## config.mk

```make
export PLATFORM = sky130hd
export DESIGN_NAME = hmb_mailbox
export DESIGN_NICKNAME = d
export VERILOG_FILES = /design/src/rtl/hmb_pkg.sv /design/src/rtl/hmb_sync.sv /design/src/rtl/hmb_rise.sv /design/src/rtl/hmb_host_side.sv /design/src/rtl/hmb_serial_side.sv /design/src/rtl/hmb_mailbox.sv
export SDC_FILE = /design/constraint.sdc
export NUM_CORES = 1
export LEC_CHECK = 0
export BUFFER_PORTS_ARGS = -buffer_cell sky130_fd_sc_hd__buf_4
export CAP_MARGIN = 15
export CELL_PAD_IN_SITES_DETAIL_PLACEMENT = 0
export CELL_PAD_IN_SITES_GLOBAL_PLACEMENT = 1
export CORE_UTILIZATION = 43
export DETAILED_ROUTE_END_ITERATION = 12
export PLACE_DENSITY_LB_ADDON = 0.1
export SLEW_MARGIN = 25
export SYNTH_ARGS = -nofsm -noshare
export SYNTH_HDL_FRONTEND = slang
export SYNTH_HIERARCHICAL = 1
export SYNTH_SLANG_ARGS = --single-unit
export TNS_END_PERCENT = 1
```

## constraint.sdc

```tcl
create_clock -name clk -period 1.5 [get_ports clk]
set_input_delay 0.15 -clock clk [delete_from_list [all_inputs] [get_ports clk]]
set_output_delay 0.15 -clock clk [all_outputs]
set_load 0.1 [all_outputs]
```

## src/rtl/hmb_pkg.sv

```systemverilog
package hmb_pkg;
  localparam int BYTE_W = 8;
  localparam int WIN_AW = 8;

  typedef logic [BYTE_W-1:0] byte_t;
  typedef logic [WIN_AW-1:0] off_t;

  typedef enum logic [1:0] {
    RSEL_NONE  = 2'd0,
    RSEL_CTRL  = 2'd1,
    RSEL_REPLY = 2'd2
  } rsel_e;

  // Incoming register: new bit enters at bit 0
  function automatic byte_t f_take_bit(byte_t r, logic b);
    return {r[BYTE_W-2:0], b};
  endfunction

  // Outgoing register: bit 7 leaves, zero fills from below
  function automatic byte_t f_give_bit(byte_t r);
    return {r[BYTE_W-2:0], 1'b0};
  endfunction

  function automatic logic f_mail_hit(off_t a, off_t cmd_off, off_t dat_off);
    return (a == cmd_off) || (a == dat_off);
  endfunction
endpackage

```

## src/rtl/hmb_sync.sv

```systemverilog
module hmb_sync #(
  parameter int N_SIG  = 1,
  parameter int STAGES = 2
) (
  input  logic             clk,
  input  logic             rst_n,
  input  logic [N_SIG-1:0] d_async,
  output logic [N_SIG-1:0] d_sync
);
  for (genvar g = 0; g < N_SIG; g++) begin : g_chain
    logic [STAGES-1:0] chain;
    always_ff @(posedge clk or negedge rst_n) begin
      if (!rst_n) chain <= '0;
      else        chain <= {chain[STAGES-2:0], d_async[g]};
    end
    assign d_sync[g] = chain[STAGES-1];
  end
endmodule

```

## src/rtl/hmb_rise.sv

```systemverilog
module hmb_rise #(
  parameter int N_SIG = 1
) (
  input  logic             clk,
  input  logic             rst_n,
  input  logic [N_SIG-1:0] lvl,
  output logic [N_SIG-1:0] rise
);
  logic [N_SIG-1:0] prev;
  always_ff @(posedge clk or negedge rst_n) begin
    if (!rst_n) prev <= '0;
    else        prev <= lvl;
  end
  assign rise = lvl & ~prev;
endmodule

```

## src/rtl/hmb_host_side.sv

```systemverilog
module hmb_host_side
  import hmb_pkg::*;
#(
  parameter int   BUS_W   = 16,
  parameter off_t CMD_OFF = 8'hF1,
  parameter off_t DAT_OFF = 8'hF3
) (
  input  logic             clk,
  input  logic             rst_n,
  input  logic             sel,
  input  off_t             addr,
  input  byte_t            wdata,
  input  logic             wr_lo,
  input  logic             rd,
  input  logic             ack_ev,
  input  byte_t            shin,
  output byte_t            host_byte,
  output logic             status,
  output logic             is_data,
  output logic             overrun,
  output byte_t            reply,
  output logic [BUS_W-1:0] rdata,
  output logic             wr_ev,
  output logic             ovr_clr_ev
);
  localparam int PAD_W = BUS_W - BYTE_W;

  rsel_e rsel;

  assign wr_ev = sel && wr_lo && f_mail_hit(addr, CMD_OFF, DAT_OFF);

  always_comb begin
    rsel = RSEL_NONE;
    if (sel && rd) begin
      if (addr == CMD_OFF)      rsel = RSEL_CTRL;
      else if (addr == DAT_OFF) rsel = RSEL_REPLY;
    end
  end

  assign ovr_clr_ev = (rsel == RSEL_CTRL);

  always_ff @(posedge clk or negedge rst_n) begin
    if (!rst_n) begin
      status    <= 1'b0;
      overrun   <= 1'b0;
      is_data   <= 1'b0;
      host_byte <= '0;
      reply     <= '0;
    end else begin
      // a fresh write wins over a same-cycle acknowledge
      if (wr_ev)       status <= 1'b1;
      else if (ack_ev) status <= 1'b0;

      if (wr_ev && status) overrun <= 1'b1;
      else if (ovr_clr_ev) overrun <= 1'b0;

      if (wr_ev) begin
        host_byte <= wdata;
        is_data   <= (addr == DAT_OFF);
      end

      if (ack_ev) reply <= shin;
    end
  end

  always_comb begin
    unique case (rsel)
      RSEL_CTRL:  rdata = {{(BUS_W-2){1'b0}}, overrun, status};
      RSEL_REPLY: rdata = {{PAD_W{1'b0}}, reply};
      default:    rdata = '0;
    endcase
  end
endmodule

```

## src/rtl/hmb_serial_side.sv

```systemverilog
module hmb_serial_side
  import hmb_pkg::*;
(
  input  logic  clk,
  input  logic  rst_n,
  input  logic  load_ev,
  input  logic  shift_ev,
  input  logic  din,
  input  byte_t host_byte,
  output byte_t shin,
  output logic  dout
);
  byte_t shout;

  always_ff @(posedge clk or negedge rst_n) begin
    if (!rst_n) begin
      shout <= '0;
      shin  <= '0;
    end else begin
      if (load_ev)       shout <= host_byte;
      else if (shift_ev) shout <= f_give_bit(shout);
      if (shift_ev && !load_ev) shin <= f_take_bit(shin, din);
    end
  end

  assign dout = shout[BYTE_W-1];
endmodule

```

## src/rtl/hmb_mailbox.sv

```systemverilog
module hmb_mailbox
  import hmb_pkg::*;
#(
  parameter int   BUS_W       = 16,
  parameter int   SYNC_STAGES = 2,
  parameter off_t CMD_OFF     = 8'hF1,
  parameter off_t DAT_OFF     = 8'hF3
) (
  input  logic             clk,
  input  logic             rst_n,
  input  logic             host_sel,
  input  logic [7:0]       host_addr,
  input  logic [7:0]       host_wdata,
  input  logic             host_wr_lo,
  input  logic             host_rd,
  output logic [BUS_W-1:0] host_rdata,
  input  logic             mcu_load,
  input  logic             mcu_shift,
  input  logic             mcu_ack,
  input  logic             mcu_din,
  output logic             mcu_dout,
  output logic             mcu_status,
  output logic             mcu_is_data
);
  localparam int N_STB = 3;
  localparam int N_PIN = N_STB + 1;

  logic [N_PIN-1:0] pin_sync;
  logic [N_STB-1:0] stb_rise;
  logic  load_ev, shift_ev, ack_ev, din_s;
  logic  wr_ev, ovr_clr_ev, status, overrun, is_data;
  byte_t host_byte, shin, reply;

  hmb_sync #(.N_SIG(N_PIN), .STAGES(SYNC_STAGES)) u_sync (
    .clk    (clk),
    .rst_n  (rst_n),
    .d_async({mcu_din, mcu_ack, mcu_shift, mcu_load}),
    .d_sync (pin_sync)
  );

  hmb_rise #(.N_SIG(N_STB)) u_rise (
    .clk  (clk),
    .rst_n(rst_n),
    .lvl  (pin_sync[N_STB-1:0]),
    .rise (stb_rise)
  );

  assign load_ev  = stb_rise[0];
  assign shift_ev = stb_rise[1];
  assign ack_ev   = stb_rise[2];
  assign din_s    = pin_sync[N_STB];

  hmb_host_side #(.BUS_W(BUS_W), .CMD_OFF(CMD_OFF), .DAT_OFF(DAT_OFF)) u_host (
    .clk       (clk),
    .rst_n     (rst_n),
    .sel       (host_sel),
    .addr      (host_addr),
    .wdata     (host_wdata),
    .wr_lo     (host_wr_lo),
    .rd        (host_rd),
    .ack_ev    (ack_ev),
    .shin      (shin),
    .host_byte (host_byte),
    .status    (status),
    .is_data   (is_data),
    .overrun   (overrun),
    .reply     (reply),
    .rdata     (host_rdata),
    .wr_ev     (wr_ev),
    .ovr_clr_ev(ovr_clr_ev)
  );

  hmb_serial_side u_ser (
    .clk      (clk),
    .rst_n    (rst_n),
    .load_ev  (load_ev),
    .shift_ev (shift_ev),
    .din      (din_s),
    .host_byte(host_byte),
    .shin     (shin),
    .dout     (mcu_dout)
  );

  assign mcu_status  = status;
  assign mcu_is_data = is_data;
endmodule

```

Word-level counts from Yosys, hierarchy flattened

Index checks and enable logic that the tools add are counted.
W data, S select, Z words.

Equal/unequal tests: 4
Muxes and demuxes: 10
Bitwise logic cells: 2
Reductions and logical operators: 10

Operators by type and width:

| operator             | count |
|---|---|
| $eq A8 B8 Y1 const B | 2 |
| $mux W8              | 2 |
| $pmux W8 S2          | 1 |
| $mux W2              | 3 |
| $reduce_bool A2 Y1   | 3 |
| $logic_and A1 B1 Y1  | 5 |
| $mux W1              | 4 |
| $and A3 B3 Y3        | 1 |
| $not A3 Y3           | 1 |
| $eq A2 B1 Y1 const B | 1 |
| $eq A2 B2 Y1 const B | 1 |
| $logic_not A1 Y1     | 1 |
| $logic_or A1 B1 Y1   | 1 |

Register bits: 46
Input port bits: 25
Output and inout bits: 19
Logic and storage cells: 38

Depth between registers and ports, before layout

Depth after elaboration: 7
Depth in mapped cells: 6
Mapped depth without buffers: 3

By module

The synthesis kept the hierarchy.

By module, submodules not included:

| module          | times used | cells each | area each (µm²) | seq. area each (µm²) |
|---|---|---|---|---|
| hmb_host_side   | 1          | 67         | 893.4           | 475.5 |
| hmb_serial_side | 1          | 52         | 708.2           | 400.4 |
| hmb_sync        | 1          | 12         | 230.2           | 200.2 |
| hmb_rise        | 1          | 6          | 116.4           | 75.1 |

Worst setup path after synthesis

Ideal clock, no wire load.

Path kind: flip-flop to output port
Start: reg u_host.status
End: out host_rdata[0]
Arrival: 1.837 ns
Required time: 1.350 ns
Path slack: -0.487 ns
Stages on the path, launching flop included: 2
Path buffers: 0
Path through: dfrtp_1 a22o_1

Cells in the longest elaborated chain, start to end: 1

Ends and longest elaborated chain:

| item                   | RTL line            | RTL |
|---|---|---|
| from (decl)            | hmb_host_side.sv:18 | `output logic status,` |
| from (signal assigned) | hmb_host_side.sv:44 | `status <= 1'b0;` |
| from (signal assigned) | hmb_host_side.sv:51 | `if (wr_ev) status <= 1'b1;` |
| from (signal assigned) | hmb_host_side.sv:52 | `else if (ack_ev) status <= 1'b0;` |
| $pmux W8 S2            | hmb_host_side.sv:67 | `unique case (rsel)` |
| to (decl)              | hmb_mailbox.sv:16   | `output logic [BUS_W-1:0] host_rdata,` |

Every way passes these cells.

Worst setup path in the final report

Start: in host_addr[2]
End: out host_rdata[1]

Cells in the longest elaborated chain, start to end: 6
Elaborated cells on any way between the ends: 8
Those cells by class: 4 x eq/ne; 4 x mux

Ends and longest elaborated chain:

| item             | RTL line            | RTL |
|---|---|---|
| from (decl)      | hmb_mailbox.sv:12   | `input logic [7:0] host_addr,` |
| $eq A8 B8 Y1     | hmb_host_side.sv:36 | `else if (addr == DAT_OFF) rsel = RSEL_REPLY;` |
| $mux W2          | hmb_host_side.sv:36 |  |
| $mux W2 (*)      | hmb_host_side.sv:35 | `if (addr == CMD_OFF) rsel = RSEL_CTRL;` |
| $mux W2 (*)      | hmb_host_side.sv:34 | `if (sel && rd) begin` |
| $eq A2 B1 Y1 (*) | n/a                 |  |
| via ovr_clr_ev   | hmb_mailbox.sv:31   | `logic wr_ev, ovr_clr_ev, status, overrun, is_data;` |
| $pmux W8 S2 (*)  | hmb_host_side.sv:67 |  |

Mark *: on every way through the listed nets, which the timed path passes. The rest lies on a longest branch.

==> impl_metrics.py <==
metrics = {
    "timing": {
        "hold_slack_ns": 0.0838,
        "layout_setup_ws_ns": -0.00845,
        "setup_viol": 1,
        "slew_viol_final": 0,
        "min_period_over_period_pct": 101,
        "worstMarginPinSlew_ns": 0.581,
        "min_period_ns": 1.51,
        "fin_tns_setup_ns": -0.00845,
        "finalHoldViolCount": 0,
        "fmaxAchievable_mhz": 663,
        "slew-limit-headroom_pct": 61.3,
        "clock_skew_ns": 0.0108,
        "rsz0062_at_grt": "true",
    },
    "critical_path": {
        "arrival_ns": 1.36,
        "crit_required_ns": 1.35,
        "path_max_fanout": 3,
        "criticalPathCategory": "in -> out",
        "end_kind": "primary output",
        "start_kind": "input pin",
    },
    "grt": {
        "grtUsageTotal_pct": 15.7,
        "grt.overflow.total": 0,
        "grt_start_max_net_pins": 47,
        "grt_pass1_vias": 1156,
        "grt_pass1_wl_um": 5750,
        "grt_antenna_before_repair": 0,
    },
    "clock_tree": {
        "cts_tree": "yes",
        "htreeDepth": 2,
        "cts.sinks": 46,
        "cts_root_buffer": "clkbuf_8",
        "insertion_delay_ns": 0.29,
        "cts_buffers": 5,
        "clk_pin_slew_worst_paths_ns": 0.09,
        "cts_buffer_depth": 2,
    },
    "route": {
        "drcViolationCount": 0,
        "num_vias": 1106,
        "drt_iter0_markers": 44,
        "avgRoutedWirePerCell_um": 14.5,
        "routed_wl_um": 3390,
        "viasPerCell": 4.75,
        "firstDrtPassIters": 4,
        "drtAntennaViolNets": 0,
    },
    "layout": {
        "drive_gt1_share_pct": 49.7,
        "fin_cells": 233,
        "ff_latch_area_um2": 1150,
        "postLayoutCellArea_um2": 2490,
        "area_delta_synth_final_pct": 27.9,
        "multi_input_area_um2": 702,
        "nNetsFinal": 205,
        "num_antenna_cells": 0,
        "fillers": 366,
    },
    "logic_synthesis": {
        "ys.flop_type": "dfrtp_1",
        "ys_seq_area_share_pct": 59.1,
        "yosysTopAreaCell": "dfrtp_1",
        "synth.avg_cell_area_um2": 14.2,
        "yosysMostFrequentCell": "dfrtp_1",
        "ys_types": 24,
        "ys.warnings.count": 6,
        "netlist.area_leader.share_pct": 59.1,
        "synth.area.top_cells": "dfrtp_1 59%, mux2_2 9.8%, mux2_4 6.2%",
        "synthTopCellsByCount": "46 x dfrtp_1, 17 x mux2_2, 12 x buf_4",
        "ys_ff_latch": 46,
        "syn_inst": 137,
        "synth_edf_count": 0,
        "async_reset_ff_share_pct": 100,
        "netlist_area_um2": 1950,
    },
    "die": {
        "start_util_pct": 44.7,
        "die_area_um2": 4800,
        "io_pins": 44,
        "row_count": 24,
        "die_w_um": 69.3,
        "fp.dieH_um": 69.3,
        "core_area_um2": 4350,
    },
    "power_and_ir_drop": {
        "switching_share_pct": 27.4,
        "cellInternalPower_mw": 2.09,
        "clkPwrFrac_pct": 25.6,
        "power_density_nw_per_um2": 1150,
        "p_leak_nw": 1.19,
        "power_frac_comb_pct": 18.5,
        "p_sw_mw": 0.786,
        "ir_drop_mv": 0.719,
        "p_seq_share_pct": 55.9,
    },
    "placement": {
        "placedCellCount": 219,
        "port_buffers": 35,
        "gp_routability_congestion": 0.739,
        "place_area_um2": 2230,
        "dpl.hpwl_um": 2220,
    },
    "flow_run": {
        "cap_viol_max_count": 0,
    },
    "status": {
        "outcome": "complete, but fails checks",
        "violations": "setup timing",
    },
    "min_path": {
        "hold_path.class": "in -> reg",
    },
}
kinds of logic (layout without fill, tap and decap cells):
| logic type | Yosys count | in the layout | share of synthesized area (%) |
|---|---|---|---|
| buffers and inverters | 19 | 56 | 7.19 |
| muxes | 32 | 32 | 19.6 |
| and+or+nand+nor | 27 | 27 | 10.1 |
| AOI/OAI and AO/OA | 12 | 12 | 3.79 |
| DFF | 46 | 46 | 59.1 |
| other | 1 | 8 | 0.192 |
cell type report:
type	instances	area share [%]
Clock buffer	6	2.91
Clock inverter	2	0.552
Inverter	2	0.301
Multi-Input combinational cell	79	28.2
Sequential cell	46	46.3
Tap cell	52	2.61
Timing Repair Buffer	46	19.2
metrics by stage:
stage               worst slack, ns  power, mW  util [%]
finish                     -0.00845       2.87      57.2
CTS                        -0.00231       2.91      57.0
global route                -0.0630       3.03      57.2
detailed placement           -0.162       2.15      51.2
floorplan                   -0.0329       2.01         -
global placement             -0.116       2.12      51.2
per-layer routing:
layer / share of wire (%) / track usage, %
met5: 0 / 0
met4: 2.2 / 7.26
met3: 3.6 / 5.09
met2: 51 / 24.8
met1: 43 / 19.5
final timing paths:
kind,startpoint,endpoint,slack [ns],cells past startpoint
setup / recovery,host_addr[2],host_rdata[1],-0.008,5
hold / removal,host_wdata[5],u_host/host_byte[5],0.08,2
setup reg to reg,u_rise/prev[1],u_ser/shin[3],0.17,3
hold reg to reg,u_sync/g_chain[2].chain[0],u_sync/g_chain[2].chain[1],0.35,0
max in group asynchronous,rst_n,u_host/status,0.68,2
min in group asynchronous,rst_n,u_host/host_byte[5],0.40,2
power by group through the flow:
stage	clock network [mW]	registers, mW	logic [mW]
after floorplan	0	1.60	0.408
after global placement	0	1.62	0.502
after detailed placement	0	1.63	0.516
after CTS	0.765	1.61	0.534
after global routing	0.819	1.64	0.572
final	0.735	1.61	0.531
what timing repair did:
item                       in CTS  in global routing
hold endpoints to repair       50                  0
resized for setup              25                  2
buffers inserted                1                  0
setup endpoints to repair       8                  6
gates cloned                    0                  0
pin swaps                       2                  0
hold buffers                    5                  0
worst max-delay path: stages:
cell and delay [ns]:
buf_6 0.09, or3b_4 0.41, nor4_4 0.29, a22o_2 0.24, buf_12 0.17
cells in the final DEF, fill, tap and decap left out, types with 6 or more instances in the layout:
cell type / netlist / layout
dfrtp_1: 46 / 45
buf_4: 12 / 30
mux2_2: 17 / 17
nand2_1: 10 / 10
buf_12: 0 / 9
conb_1: 1 / 8
mux2_4: 8 / 8
o21ai_0: 8 / 8
mux2i_1: 7 / 7
and2_2: 0 / 6
registers in the layout, summed over array words and instances (netlist names):
name,flops
u_host/host_byte,8
u_host/reply,8
u_ser/shin,8
u_ser/shout,8
u_sync/g_chain.chain,8
u_rise/prev,3
u_host/is_data,1
u_host/overrun,1
u_host/status,1
Note: power is estimated with default switching activity, not from simulation.
